## src/rtl/pfc_seq_pkg.sv

```systemverilog
package pfc_seq_pkg;
  localparam int NST       = 6;
  localparam int S_OFF     = 0;
  localparam int S_STBY    = 1;
  localparam int S_SOFT    = 2;
  localparam int S_RUN     = 3;
  localparam int S_HOLD    = 4;
  localparam int S_RESTART = 5;

  typedef logic [NST-1:0] st_vec_t;

  function automatic st_vec_t st_bit(input int idx);
    st_vec_t v;
    v = '0;
    v[idx] = 1'b1;
    return v;
  endfunction
endpackage

```

## src/rtl/pfc_blank_timer.sv

```systemverilog
// Trip flag rises after the condition is sampled high on CYCLES consecutive
// edges; any low sample restarts the count from zero.
module pfc_blank_timer #(
  parameter int unsigned CYCLES = 100
) (
  input  logic clk,
  input  logic rst_n,
  input  logic cond,
  output logic tripped
);
  localparam int CW = $clog2(CYCLES + 1);
  localparam logic [CW-1:0] LIMV = CW'(CYCLES);

  logic [CW-1:0] cnt_q;

  always_ff @(posedge clk or negedge rst_n) begin
    if (!rst_n)           cnt_q <= '0;
    else if (!cond)       cnt_q <= '0;
    else if (cnt_q != LIMV) cnt_q <= cnt_q + 1'b1;
  end

  assign tripped = (cnt_q == LIMV);
endmodule

```

## src/rtl/pfc_seq_fsm.sv

```systemverilog
module pfc_seq_fsm
  import pfc_seq_pkg::*;
(
  input  logic    clk,
  input  logic    rst_n,
  input  logic    vcc_on_lvl,
  input  logic    vcc_off_lvl,
  input  logic    sense_live,
  input  logic    olp_trip,
  input  logic    ovp1_trip,
  input  logic    ovp2_trip,
  input  logic    ovp1_clr,
  input  logic    ovp2_clr,
  input  logic    bulk_near,
  output st_vec_t state_oh
);
  st_vec_t st_q, st_d;
  logic    dual_q, dual_d;

  always_comb begin
    st_d   = st_q;
    dual_d = dual_q;
    if (st_q[S_OFF]) begin
      if (vcc_on_lvl) st_d = sense_live ? st_bit(S_SOFT) : st_bit(S_STBY);
    end else if (!vcc_off_lvl) begin
      st_d = st_bit(S_OFF);
    end else if (olp_trip && !st_q[S_STBY]) begin
      st_d = st_bit(S_STBY);
    end else if (st_q[S_STBY]) begin
      if (sense_live) st_d = st_bit(S_SOFT);
    end else if (st_q[S_SOFT] || st_q[S_RUN]) begin
      if (ovp1_trip) begin
        st_d   = st_bit(S_HOLD);
        dual_d = ovp2_trip;
      end else if (ovp2_trip) begin
        st_d = st_bit(S_RESTART);
      end else if (st_q[S_SOFT] && bulk_near) begin
        st_d = st_bit(S_RUN);
      end
    end else if (st_q[S_HOLD]) begin
      if (ovp2_trip) dual_d = 1'b1;
      if (ovp1_clr && (!dual_q || ovp2_clr)) st_d = st_bit(S_RUN);
    end else if (st_q[S_RESTART]) begin
      if (ovp1_trip) begin
        st_d   = st_bit(S_HOLD);
        dual_d = 1'b1;
      end else if (ovp2_clr) begin
        st_d = st_bit(S_SOFT);
      end
    end
    if (!st_d[S_HOLD]) dual_d = 1'b0;
  end

  always_ff @(posedge clk or negedge rst_n) begin
    if (!rst_n) begin
      st_q   <= st_bit(S_OFF);
      dual_q <= 1'b0;
    end else begin
      st_q   <= st_d;
      dual_q <= dual_d;
    end
  end

  assign state_oh = st_q;
endmodule

```

## src/rtl/pfc_out_decode.sv

```systemverilog
module pfc_out_decode
  import pfc_seq_pkg::*;
(
  input  st_vec_t state_oh,
  output logic    gate_en,
  output logic    softstart_req,
  output logic    standby,
  output logic    comp_pull_hi
);
  assign gate_en       = state_oh[S_SOFT] | state_oh[S_RUN];
  assign softstart_req = state_oh[S_SOFT];
  assign standby       = state_oh[S_STBY];
  assign comp_pull_hi  = state_oh[S_STBY] | state_oh[S_OFF];
endmodule

```

## src/rtl/pfc_fault_seq.sv

```systemverilog
module pfc_fault_seq
  import pfc_seq_pkg::*;
#(
  parameter int unsigned OLP_CYC = 100,
  parameter int unsigned OVP_CYC = 1200
) (
  input  logic           clk,
  input  logic           rst_n,
  input  logic           vcc_on_lvl,
  input  logic           vcc_off_lvl,
  input  logic           sense_live,
  input  logic           ovp1_set,
  input  logic           ovp1_clr,
  input  logic           ovp2_set,
  input  logic           ovp2_clr,
  input  logic           bulk_near,
  output logic           gate_en,
  output logic           softstart_req,
  output logic           standby,
  output logic           comp_pull_hi,
  output logic [NST-1:0] state_oh
);
  localparam int NFLT = 3;

  logic [NFLT-1:0] flt_cond, flt_trip;
  assign flt_cond = {ovp2_set, ovp1_set, ~sense_live};

  for (genvar g = 0; g < NFLT; g++) begin : g_blank
    localparam int unsigned LIM = (g == 0) ? OLP_CYC : OVP_CYC;
    pfc_blank_timer #(.CYCLES(LIM)) u_tmr (
      .clk     (clk),
      .rst_n   (rst_n),
      .cond    (flt_cond[g]),
      .tripped (flt_trip[g])
    );
  end

  pfc_seq_fsm u_fsm (
    .clk         (clk),
    .rst_n       (rst_n),
    .vcc_on_lvl  (vcc_on_lvl),
    .vcc_off_lvl (vcc_off_lvl),
    .sense_live  (sense_live),
    .olp_trip    (flt_trip[0]),
    .ovp1_trip   (flt_trip[1]),
    .ovp2_trip   (flt_trip[2]),
    .ovp1_clr    (ovp1_clr),
    .ovp2_clr    (ovp2_clr),
    .bulk_near   (bulk_near),
    .state_oh    (state_oh)
  );

  pfc_out_decode u_dec (
    .state_oh      (state_oh),
    .gate_en       (gate_en),
    .softstart_req (softstart_req),
    .standby       (standby),
    .comp_pull_hi  (comp_pull_hi)
  );
endmodule

```

## config.mk

```make
export PLATFORM = sky130hd
export DESIGN_NAME = pfc_fault_seq
export DESIGN_NICKNAME = d
export VERILOG_FILES = /design/src/rtl/pfc_seq_pkg.sv /design/src/rtl/pfc_blank_timer.sv /design/src/rtl/pfc_seq_fsm.sv /design/src/rtl/pfc_out_decode.sv /design/src/rtl/pfc_fault_seq.sv
export SDC_FILE = /design/constraint.sdc
export NUM_CORES = 1
export LEC_CHECK = 0
export BUFFER_PORTS_ARGS = -buffer_cell sky130_fd_sc_hd__buf_2
export CAP_MARGIN = 25
export CORE_ASPECT_RATIO = 0.5
export CORE_UTILIZATION = 31
export DETAILED_ROUTE_END_ITERATION = 10
export PLACE_DENSITY = 0.56
export SETUP_SLACK_MARGIN = 0.4
export SLEW_MARGIN = 0
export SYNTH_ARGS = -nofsm -noshare
export SYNTH_HDL_FRONTEND = slang
export SYNTH_HIERARCHICAL = 1
export SYNTH_SLANG_ARGS = --single-unit
export TNS_END_PERCENT = 1
```

## constraint.sdc

```tcl
create_clock -name clk -period 5.5 [get_ports clk]
set_input_delay 0.825 -clock clk [delete_from_list [all_inputs] [get_ports clk]]
set_output_delay 0.825 -clock clk [all_outputs]
set_load 0.01 [all_outputs]
```

== Word-level counts from Yosys, hierarchy flattened ==
Index checks and enable logic that the tools add are counted.

* $add $sub $neg: 3
* Equal/unequal tests: 22
* Multiplexer cells: 33
* Bitwise gates (word level): 2
* Reduce and logical (&&, ||, !) cells: 11

{| class="wikitable"
|+ Operators with widths
! kind !! count
|-
| 6-bit 2-to-1 mux || 15
|-
| 11-bit 2-to-1 mux || 4
|-
| 11-bit by 1-bit adder with 11-bit output (second input constant) || 2
|-
| 11-bit == test (second input constant) || 2
|-
| 11-bit != test (second input constant) || 2
|-
| 7-bit 2-to-1 mux || 2
|-
| 7-bit != test (second input constant) || 2
|-
| 1-bit 2-to-1 mux || 11
|-
| 2-bit != test (second input constant) || 5
|-
| 8-bit by 1-bit != test with 1-bit output (second input constant) || 1
|-
| 8-bit by 4-bit != test with 1-bit output (second input constant) || 1
|-
| 8-bit AND reduction || 1
|-
| 7-bit by 1-bit adder with 7-bit output (second input constant) || 1
|-
| 7-bit == test (second input constant) || 1
|-
| 7-bit by 1-bit != test with 1-bit output (second input constant) || 1
|-
| 6-bit AND reduction || 1
|-
| 5-bit != test (second input constant) || 1
|-
| 2-bit by 1-bit != test with 1-bit output (second input constant) || 2
|-
| 4-bit by 2-bit != test with 1-bit output (second input constant) || 1
|-
| 4-bit by 3-bit != test with 1-bit output (second input constant) || 1
|-
| 4-bit != test (second input constant) || 1
|-
| 4-bit AND reduction || 1
|-
| 1-bit logical AND || 3
|-
| 3-bit 2-to-1 mux || 1
|-
| 5 further kinds || 8
|}

* Bits in registers: 36
* Input port bits: 10
* Logic and storage cells: 79

== Logic depth before layout (Yosys ltp) ==
Gate-level depths: netlist (run 1).

* Word-level depth: 12
* Mapped depth: 8
* Mapped depth without buffers: 8

== By module ==
The synthesis (run 1) kept the hierarchy.

{| class="wikitable"
|+ By module, submodules not included
! module !! times used !! cells an instance !! area an instance (um^2) !! seq. area each (um^2)
|-
| pfc_blank_timer (g_blank[1].u_tmr ...) || 2 || 58 || 581.8 || 275.3
|-
| pfc_seq_fsm || 1 || 60 || 525.5 || 176.4
|-
| pfc_blank_timer (g_blank[0].u_tmr) || 1 || 38 || 389.1 || 175.2
|-
| pfc_out_decode || 1 || 4 || 27.5 || 0.0
|-
| pfc_fault_seq || 1 || 1 || 3.8 || 0.0
|}

== Worst setup path before layout (run 1) ==
No wires, ideal clock.

* Path type: register -> register
* Start: reg g_blank[2].u_tmr.cnt_q[3]
* End: reg u_fsm.dual_q
* Library setup time: 122 ps
* Arrival: 1804 ps
* Data required time: 5378 ps
* Slack: 3574 ps
* Cell stages (with the launch flop): 7
* Buffers on the path: 0
* Cell sequence: dfrtp_1 or4b_4 nor4_4 inv_1 a31oi_1 o221ai_2 o2111a_1

* Longest elaborated chain between the ends: 10
* Elaborated cells between the ends (all ways): 24
* Classes of those cells: eq/ne (9); mux (14); reduce/logical (1)

{| class="wikitable"
|+ RTL lines
! item !! RTL line !! RTL
|-
| start, declared || pfc_blank_timer.sv:14 || <nowiki>logic [CW-1:0] cnt_q;</nowiki>
|-
| start signal, assigned || pfc_blank_timer.sv:19 || <nowiki>else if (cnt_q != LIMV) cnt_q <= cnt_q + 1'b1;</nowiki>
|-
| 11-bit == test (*) || pfc_blank_timer.sv:22 || <nowiki>assign tripped = (cnt_q == LIMV);</nowiki>
|-
| net flt_trip[2] || pfc_fault_seq.sv:25 || <nowiki>logic [NFLT-1:0] flt_cond, flt_trip;</nowiki>
|-
| 6-bit 2-to-1 mux (*) || pfc_seq_fsm.sv:35 || <nowiki>end else if (ovp2_trip) begin</nowiki>
|-
| 6-bit 2-to-1 mux (*) || pfc_seq_fsm.sv:32 || <nowiki>if (ovp1_trip) begin</nowiki>
|-
| 6-bit 2-to-1 mux (*) || pfc_seq_fsm.sv:31 || <nowiki>end else if (st_q[S_SOFT] || st_q[S_RUN]) begin</nowiki>
|-
| 6-bit 2-to-1 mux (*) || pfc_seq_fsm.sv:29 || <nowiki>end else if (st_q[S_STBY]) begin</nowiki>
|-
| 6-bit 2-to-1 mux (*) || pfc_seq_fsm.sv:27 || <nowiki>end else if (olp_trip && !st_q[S_STBY]) begin</nowiki>
|-
| 6-bit 2-to-1 mux (*) || pfc_seq_fsm.sv:25 || <nowiki>end else if (!vcc_off_lvl) begin</nowiki>
|-
| 6-bit 2-to-1 mux (*) || pfc_seq_fsm.sv:23 || <nowiki>if (st_q[S_OFF]) begin</nowiki>
|-
| net u_fsm.st_d[4] || pfc_seq_fsm.sv:17 || <nowiki>st_vec_t st_q, st_d;</nowiki>
|-
| 4-bit by 3-bit != test with 1-bit output (no line), or another cell as far along || - ||
|-
| 8-bit AND reduction (no line) || - ||
|-
| end signal, assigned || pfc_seq_fsm.sv:60 || <nowiki>dual_q <= dual_d;</nowiki>
|-
| end, declared || pfc_seq_fsm.sv:18 || <nowiki>logic dual_q, dual_d;</nowiki>
|}

Mark *: on every way through the listed nets, which the timed path passes. The rest lies on a longest branch. The select of a mux whose other input is x is not followed.
A chain may end at the register's enable or synchronous reset.

== Final worst setup path (run 1) ==
Same ends and word-level chain as after synthesis.

==> results summary, run 1 <==
The run finished with clean final reports. The worst slew slack as a fraction of its limit came out at 44.38%. The total negative slack for setup checks came out at 0 ps. The height of the chip is 60.33 µm. The aggregate global-route resource usage is 12.93%. Summed over all layers, the routed wires come to 4243 µm.

The H-tree was split into 2 levels. The post-CTS setup buffer count is 0. In the post-synthesis netlist, the cell with the most instances is dfrtp_1. The time the final worst path needs with I/O delays and setup came out at 2156 ps. The initial cell density of the core came out at 33.45%. The total of max-cap violations came out at 0. The floorplan die area is 7159 µm².

The number of hold violations in the final report was 0. Summed over its instances, the top area cell type makes up 41.52% of the synthesized netlist area. The kind of launch point of the worst setup path is a flip-flop. The critical path is of the flip-flop to flip-flop type. The final count of pins violating max slew came out at 0.

The highest ir drop seen on vdd came out at 0.0001003 V. STA classifies the critical path endpoint as a flip-flop. The post-layout utilization of the core is 38.65%. dfrtp_1 takes more of the synthesized area than any other cell. The total overflow left after global routing is 0. The tightest min-delay check is of the flip-flop to flip-flop type. The number of register bits inferred by synthesis came out at 36. The die width is 118.7 µm. The number of warning messages in the yosys log is 6.

The clock buffer count from CTS came out at 5. The cell count after synthesis came out at 219. The slew at the pin closest to its max-slew limit came out at 834.2 ps. The row count is 20. Final hold analysis gives a worst-case slack of 560.9 ps. Counting both buffers and inverters, the worst setup path holds a total of 1. The post-detailed-placement half-perimeter wirelength came out at 3030 µm.

The placeable core area came out at 6306 µm². The average wire per standard cell came out at 12.86 µm. Among cell families on the critical path, the largest total delay comes from simple AND/OR/NAND/NOR gates. The DRC violation count after routing is 0. TritonCTS built the clock tree. The final net count came out at 257. Data on the critical path is required at its endpoint by 5660 ps.

The count of cells resized by post-cts repair is 0. By count the netlist is led by dfrtp_1 (35), nand2_1 (26), a21oi_1 (14), inv_1 (14), nand3_1 (11). The top-level port count is 20. The mean number of vias per cell is 5.133. The final count of negative-setup-slack endpoints is 0. The power per cell area is 264.8 nW/µm². The final worst-path cycle share is 39.21%. The number of non-filler instances in the completed layout came out at 330.

The largest stage delay on the critical path is 560 ps. Once placement finished, the instance area stood at 2291 µm². The placer's final routability congestion estimate came out at 0.8127. The number of antenna diodes in the final layout is 0. The maximum clock skew at final layout came out at 2.449 ps. For this run, asynchronously set or reset flops after synthesis account for 100.0%. The violation count after the first detailed-route iteration came out at 97. The final standard cell area without fillers is 2437 µm². In this run the deepest clock path goes through 2 buffers.

The static power due to leakage is 0.9585 nW. The number of buffers added to fix hold violations after cts came out at 0. The first global-routing pass estimated 7169 µm of wire.

The number of antenna violations at the first check in global routing is 0. From synthesis to final layout, the design area changed by 15.54%. The area of the mapped netlist came out at 2110 µm². In the synthesized netlist the dominant register cell turns out to be dfrtp_1. The via count came out at 1694.

The critical-path maximum fanout is 8. The count of distinct cell types in the synthesized netlist came out at 49. The count of flip-flops with a built-in enable after synthesis is 0. The number of antenna-violating nets in the routed design is 0. Clock tree synthesis found a total of 36 sinks.

The maximum clock rate came out at 0.4637 GHz. The number of optimization iterations in the first detailed-route pass came out at 4. The instance count after placement with tap cells included came out at 322. The proportion of layout cells with a drive suffix above 1 came out at 15.29%. The CTS clock-pin slew for the worst setup and hold paths is 50 ps. The number of global-route vias before repair came out at 1594. The worst-skew pair later-pin latency came out at 280 ps. For this design, the slowest cell found on the critical path is or4b_4. Walking the worst path, the cells encountered are or4b_4 > nor4_4 > inv_1 > a31oi_1 > o221ai_2 > o2111a_1. For the worst setup path, the data arrival time is 2320 ps. The clock root buffer is clkbuf_16. The maximum number of pins on one net before global-route repair is 37.

The share of the Yosys chip area taken by registers is 42.76%. The synthesized netlist net count came out at 235. Setup repair after global routing left no endpoint under its margin. After filler insertion, the fill cell instance count of the layout stands at 640.

Sorting the synthesized cells by area gives the leading types as dfrtp_1 (42%), nand2_1 (4.6%), ha_1 (3.6%). In this run the mean area of a mapped cell was 9.633 µm². The number of port buffers came out at 19.
-- sequential cells by signal, indices dropped and copies added (netlist names) --
name                 count
u_fsm/state_oh           6
g_blank.u_tmr/cnt_q     29
u_fsm/dual_q             1
-- worst register-to-register path: stages, from the launching register on --
cell and delay, ps:
dfrtp_1 410, or4b_4 560, nor4_4 410, inv_1 140, a31oi_1 250, o221ai_2 140
o2111a_1 140
-- kinds of logic (layout without fill, tap and decap cells) --
group	count (synthesis)	after routing	share of synthesized area, %
buf+inv	20	43	3.973
fa+ha+maj	6	6	3.559
simple gates	91	91	26.69
compound gates	52	52	16.78
xor+xnor	7	7	2.906
mux	7	7	3.322
flops	36	36	42.76
-- per-layer routing --
metal | up-vias | routed length (µm) | share of wire [%] | GRT usage, %
li1 | 853 | - | - | -
met1 | 822 | 2157 | 51 | 16.29
met2 | 12 | 1934 | 46 | 21.80
met3 | 7 | 95 | 2.2 | 3.195
met4 | 0 | 55 | 1.3 | 5.787
met5 | - | 0 | 0 | 0
-- final cells by class --
cell class	count	area [µm²]	share of cell area, %
multi-input cells	163	1124	46.10
flip-flops and latches	36	902.1	37.01
clock buffers	8	146.4	6.006
well taps	88	110.1	4.517
repair buffers	19	95.09	3.901
inverters	16	60.06	2.464
-- metrics by stage --
| stage | total power [mW] | setup WS, ps |
|---|---|---|
| finish | 0.6454 | 3344 |
| global route | 0.6810 | 3187 |
| CTS | 0.6591 | 3345 |
| detailed placement | 0.3662 | 3363 |
| global placement | 0.3647 | 3457 |
| floorplan | 0.3381 | 3574 |
-- where the power goes --
group          total (mW)  leakage (nW)  switching (mW)  internal [mW]
sequential          0.292         0.490          0.0167          0.275
combinational      0.0690         0.398          0.0419         0.0271
clock               0.285        0.0712           0.104          0.181
total               0.645         0.959           0.163          0.483
-- cell usage in the layout (no fill, tap or decap), types with 3 or more instances in the layout --
cell / Yosys / routed
o31ai_1: 9 / 9
or4_1: 8 / 8
ha_1: 6 / 6
clkbuf_16: 0 / 5
nor2b_1: 5 / 5
or3_1: 6 / 6
a21oi_1: 14 / 14
nor2_1: 7 / 7
mux2i_1: 7 / 7
nand2_1: 26 / 26
nand3_1: 11 / 11
nand4_1: 9 / 9
o21ai_0: 9 / 9
nor3_1: 3 / 3
inv_1: 14 / 14
dfrtp_1: 35 / 35
buf_2: 0 / 19
xnor2_1: 5 / 5
-- path summary, 6_finish.rpt --
| path | from | cells after the start | to | slack (ps) |
|---|---|---|---|---|
| hold / removal | g_blank[2].u_tmr/cnt_q[10] | 2 | g_blank[2].u_tmr/cnt_q[10] | 560 |
| setup / recovery | g_blank[2].u_tmr/cnt_q[3] | 6 | u_fsm/dual_q | 3340 |
| max in group asynchronous | rst_n | 1 | g_blank[2].u_tmr/cnt_q[9] | 4320 |
| min in group asynchronous | rst_n | 1 | g_blank[2].u_tmr/cnt_q[8] | 650 |
| setup reg to reg | g_blank[2].u_tmr/cnt_q[3] | 6 | u_fsm/dual_q | 3340 |
| hold reg to reg | g_blank[2].u_tmr/cnt_q[10] | 2 | g_blank[2].u_tmr/cnt_q[10] | 560 |
No activity file was read; power rests on OpenSTA's default activity.
==> inputs of run 2 (changes only) <==
- clock period: 5.5 -> 2.1 ns (I/O delays scaled with it)
==> results summary, run 2 (synthesized netlist as in run 1, its figures left out) <==
The maximum number of pins on one net before global-route repair came out at 37. The proportion of layout cells with a drive suffix above 1 is 24.43%. The number of hold buffers added after CTS was 0. Setup repair after global routing could not meet its margin everywhere. The longest clock path from root to sink contains 2 buffers.

The number of antenna violations at the first check in global routing was 0. The critical-path maximum fanout is 5. The initial cell density of the core is 33.45%. The via count came out at 1803.

The area of the multi-input gates came out at 1132 µm². For this run, the post-layout net count is 277. In this run the static leakage power is 1.067 nW. Routability-driven placement finished with a final weighted congestion of 0.8021. The setup slack of the worst register-to-register path is 190 ps. The depth of the worst register-to-register path came out at 6. The power per cell area came out at 668.2 nW/µm². For this design, the sink count on the clock tree is 36.

The final-layout fill cell count is 607. The library cell used most frequently in the layout, excluding fill and tap cells, is dfrtp_1. The number of antenna-violating nets in the routed design came out at 0. The row count is 20.

The post-layout worst setup margin came out at 186.8 ps. In this run the worst setup path begins at g_blank[2].u_tmr/cnt_q[2]. The worst-skew pair later-pin latency is 270 ps. The final count of pins violating max slew is 0. The clock period could shrink to 1913 ps.

The first detailed-routing pass took 4 iterations. The count of inserted antenna diode cells is 0. The worst slew slack as a fraction of its limit came out at 44.58%.

The floorplan die area came out at 7159 µm². The number of port buffers came out at 19. The final count of negative-setup-slack endpoints came out at 0. For this design the top-level I/O count stands at 20. The flow ran to the end, and the final reports show no timing, DRC or antenna violations.

TritonCTS built the clock tree. The worst setup path is captured at a flip-flop. The worst path arrival time is 2070 ps.

The data required time at the worst endpoint came out at 2260 ps. The capture instance of the worst register-to-register path is u_fsm/dual_q. The root buffer cell chosen for the clock tree is clkbuf_16. The final critical path takes up 91.11% of the cycle. The highest ir drop seen on vdd came out at 0.0002617 V. The placeable core area came out at 6306 µm². The wire length of the first global-routing pass is 8024 µm.

The number of global-route vias before repair is 1806. The layout-stage area growth over the synthesis result is 23.67%. The post-detailed-placement half-perimeter wirelength is 3194 µm. The violation count after the first detailed-route iteration is 72. The top cell types in the final layout, fill and taps aside, are dfrtp_1 (33), nand2_1 (26), buf_4 (20). At the pin with the least slew margin, the transition time is 831.4 ps. After clock tree synthesis, the clock-pin slew on the worst setup and hold paths is 60 ps. The pre-CTS setup slack came out at 109.7 ps. The maximum clock rate came out at 0.5227 GHz. The maximum clock skew at final layout is 4.695 ps. The total negative slack for setup checks is 0 ps.

The total number of H-tree levels came out at 2. STA classifies the critical path startpoint as a flip-flop. In this run the horizontal extent of the chip is 118.7 µm. The worst register-to-register path begins at g_blank[2].u_tmr/cnt_q[2]. The mean number of vias per cell came out at 5.151. Across the whole layout, storage elements account for 904.6 µm².

The total routed wirelength came out at 4741 µm. The number of flip-flops under the largest register name came out at 29. The number of hold violations in the final report came out at 0. The height of the chip came out at 60.33 µm.

The aggregate global-route resource usage came out at 14.02%. The critical setup path kind is flip-flop to flip-flop. The overflow left after global routing came out at 0. The register with the most flip-flops in the final layout is g_blank.u_tmr/cnt_q.

The path class of the tightest hold or removal check is primary input to asynchronous set/reset pin. Max-cap violations in this run came to 0. The DRC violation count after routing is 0. Counting the buffers created by CTS gives 5. In the final routed layout, each cell accounts on average for 13.55 µm.
run 2: power by group:
part | switching, mW | internal, mW | total, mW
logic | 0.122 | 0.0884 | 0.210
clock network | 0.266 | 0.505 | 0.771
registers | 0.0416 | 0.721 | 0.763
total | 0.429 | 1.31 | 1.74
run 2: layout make-up:
type	instances	area share, %
repair buffers	39	9.400
inverters	16	2.302
multi-input cells	163	43.41
flip-flops and latches	36	34.68
clock buffers	8	5.995
well taps	88	4.221
run 2: metal layers:
layer | vias to the layer above | track usage, % | share of wire [%]
li1 | 889 | - | -
met1 | 902 | 17.40 | 49
met2 | 10 | 25.40 | 49
met3 | 2 | 3.195 | 1.7
met4 | 0 | 3.797 | 0.30
met5 | - | 0 | 0
run 2: stage by stage:
stage	power (mW)	hold slack (ps)	cell area [µm²]	util, %	instances
CTS	1.746	178.0	2522	40.00	340
global placement	0.9532	453.7	2321	36.81	326
detailed placement	0.9613	468.5	2321	36.81	326
floorplan	0.8856	19.41	2110	-	219
global route	1.829	218.5	2609	41.37	350
finish	1.743	137.3	2609	41.37	350
run 2: worst max-delay path by stage:
stage | endpoint | slack [ps] | cells past startpoint
3_5_place_dp | u_fsm/dual_q | 110 | 6
3_3_place_gp | u_fsm/dual_q | 180 | 6
4_1_cts | u_fsm/dual_q | 170 | 6
6_report | u_fsm/dual_q | 190 | 6
2_1_floorplan | u_fsm/dual_q | 170 | 6
5_1_grt | u_fsm/dual_q | 90 | 6
run 2: timing repair:
action / 4_1_cts / 5_1_grt
setup buffers: 6 / 10
cloned: 0 / 0
gates resized for setup: 1 / 6
setup endpoints to repair: 8 / 15
pin swaps: 3 / 5
run 2: worst max-delay path, cell delays in order (launching register included):
cell      delay (ps)
dfrtp_2          440
or4b_4           530
nor4_4           210
inv_1            130
a31oi_2          200
o221ai_2         140
o2111a_1         150
==> inputs of run 3 (changes only) <==
- MAX_ROUTING_LAYER: not set -> met4
==> results summary, run 3 (synthesized netlist as in run 1, its figures left out) <==
By startpoint and endpoint, the worst setup path is classified as flip-flop to flip-flop. g_blank.u_tmr/cnt_q holds more flip-flops than any other register. In this run the core area contains 20 standard-cell rows. The number of clock sinks came out at 36.

The number of hold violations in the final report came out at 0. The flow ran to the end, and the final reports show no timing, DRC or antenna violations. The die is 60.33 µm tall. The worst path arrival time is 2070 ps. The CTS clock-pin slew for the worst setup and hold paths came out at 60 ps. The slowest library cell on the worst path is or4b_4.

Summing over every cut layer, the via total after detailed routing is 1796. The met2 capacity usage during global routing is 25.40%. The initial cell density of the core is 33.45%. The data required time at the worst endpoint came out at 2260 ps.

Once detailed placement completed, the half-perimeter wirelength came to 3194 µm. The final worst-path cycle share is 91.01%. The worst-case IR drop observed on VDD is 0.0002630 V. Relative to the synthesized area, the layout overhead comes to 23.90%. The worst-skew pair later-pin latency is 270 ps. The violation count after the first detailed-route iteration is 89. The wire length of the first global-routing pass is 8045 µm. The number of antenna violations at the first check in global routing is 0. The power per cell area came out at 670.4 nW/µm². The top-level port count is 20. The proportion of layout cells with a drive suffix above 1 came out at 24.33%. The buffering stage count on the worst path with inverters included came out at 1.

Of all nets on the critical path, the largest fanout is 5. The die width came out at 118.7 µm. The category of cells accounting for the largest share of critical-path delay is simple AND/OR/NAND/NOR gates. The number of global-route vias before repair is 1802. The die covers 7159 µm². CTS placed an instance of clkbuf_16 at the clock tree root. Max-cap violations in this run came to 0. Counting along the longest clock path gives a buffer depth of 2.

The total routed wirelength came out at 4792 µm. The number of antenna-violating nets in the routed design is 0. The setup slack of the worst register-to-register path came out at 190 ps. The number of flip-flops under the largest register name came out at 29. The met3 track demand over resource in global routing is 3.195%.

The mean number of vias per cell is 5.117. The kind of launch point of the worst setup path is a flip-flop. The maximum number of pins on one net before global-route repair came out at 37. The global routing met1 resource utilization is 17.51%. The time the final worst path needs with I/O delays and setup is 1911 ps. Once routing completed, OpenROAD measured the worst setup slack at 188.9 ps.

The placeable core area is 6306 µm². The total number of H-tree levels is 2. The aggregate global-route resource usage is 14.56%.

The average wire per standard cell is 13.65 µm. The count of inserted antenna diode cells came out at 0. The worst slew slack as a fraction of its limit is 44.29%. At the end of routability-driven placement, the weighted congestion stood at 0.8137. The clock buffer count from CTS is 5. TritonCTS built the clock tree. The pre-CTS setup slack came out at 109.7 ps. The maximum clock rate came out at 0.5233 GHz. The critical path goes through or4b_4 > nor4_4 > inv_1 > a31oi_2 > o221ai_2 > o2111a_1. The library cell used most frequently in the layout, excluding fill and tap cells, is dfrtp_1. Buffers inserted to repair hold after CTS numbered 0. The number of optimization iterations in the first detailed-route pass is 4. The slew at the pin closest to its max-slew limit is 835.7 ps. The final count of negative-setup-slack endpoints is 0. The final count of pins violating max slew was 0. The most utilized layer in the global route result is met2. The maximum clock skew at final layout is 6.411 ps. Port buffering added 19 buffers. The worst setup path is captured at a flip-flop. Setup total negative slack on the finished layout was measured at 0 ps. Leaving out fill and tap cells, the most frequent cells in the layout are dfrtp_1 (33), nand2_1 (26), buf_4 (21). The overflow left after global routing came out at 0. The largest stage delay on the critical path is 530 ps. The DRC violation count after routing is 0. In this run the worst hold path is classified as primary input to asynchronous set/reset pin. The final net count is 278. Setup repair after global routing could not meet its margin everywhere.

The static power due to leakage is 1.074 nW. The filler cells instantiated in the layout total 606.
[run 3: final timing paths]
kind                       depth (start not counted)                         end                        from
max                                                6                u_fsm/dual_q   g_blank[2].u_tmr/cnt_q[2]
min                                                1   g_blank[2].u_tmr/cnt_q[4]                       rst_n
max reg2reg                                        6                u_fsm/dual_q   g_blank[2].u_tmr/cnt_q[2]
min reg2reg                                        2  g_blank[2].u_tmr/cnt_q[10]  g_blank[2].u_tmr/cnt_q[10]
max in group asynchronous                          1   g_blank[2].u_tmr/cnt_q[2]                       rst_n
min in group clk                                   2           u_fsm/state_oh[0]                  vcc_on_lvl
[run 3: routing by layer]
layer  up-vias  wire (µm)
li1        887          -
met1       889       2392
met2        18       2264
met3         2        107
met4         0         27
met5         -          0
[run 3: metrics by stage]
| stage | cell area (µm²) | power, mW | utilization [%] | instances | hold WS, ps |
|---|---|---|---|---|---|
| after global routing | 2614 | 1.834 | 41.45 | 351 | 215.2 |
| after CTS | 2522 | 1.746 | 40.00 | 340 | 178.0 |
| after detailed placement | 2321 | 0.9613 | 36.81 | 326 | 468.5 |
| final | 2614 | 1.752 | 41.45 | 351 | 145.0 |
| after global placement | 2321 | 0.9532 | 36.81 | 326 | 453.7 |
| after floorplan | 2110 | 0.8856 | - | 219 | 19.41 |
[run 3: final cells by class]
type	count	area, µm²	area share [%]
tap	88	110.1	4.213
clock buffer	8	156.4	5.984
sequential	36	904.6	34.61
timing repair buffer	40	252.7	9.670
inverter	16	60.06	2.298
multi-input combinational	163	1130	43.23
[run 3: timing repair]
action	in CTS	in global routing
setup buffers	6	11
endpoints found under the setup margin	8	15
gates cloned	0	0
resized for setup	1	5
pin swaps	3	5
[run 3: where the power goes]
part	internal [mW]	total (mW)	switching (mW)
Sequential	0.721	0.763	0.0424
Clock	0.505	0.776	0.271
Combinational	0.0904	0.213	0.122
[run 3: worst reg2reg max path: stages (launching register included)]
cell      delay [ps]
dfrtp_2          440
or4b_4           540
nor4_4           210
inv_1            130
a31oi_2          190
o221ai_2         140
o2111a_1         150
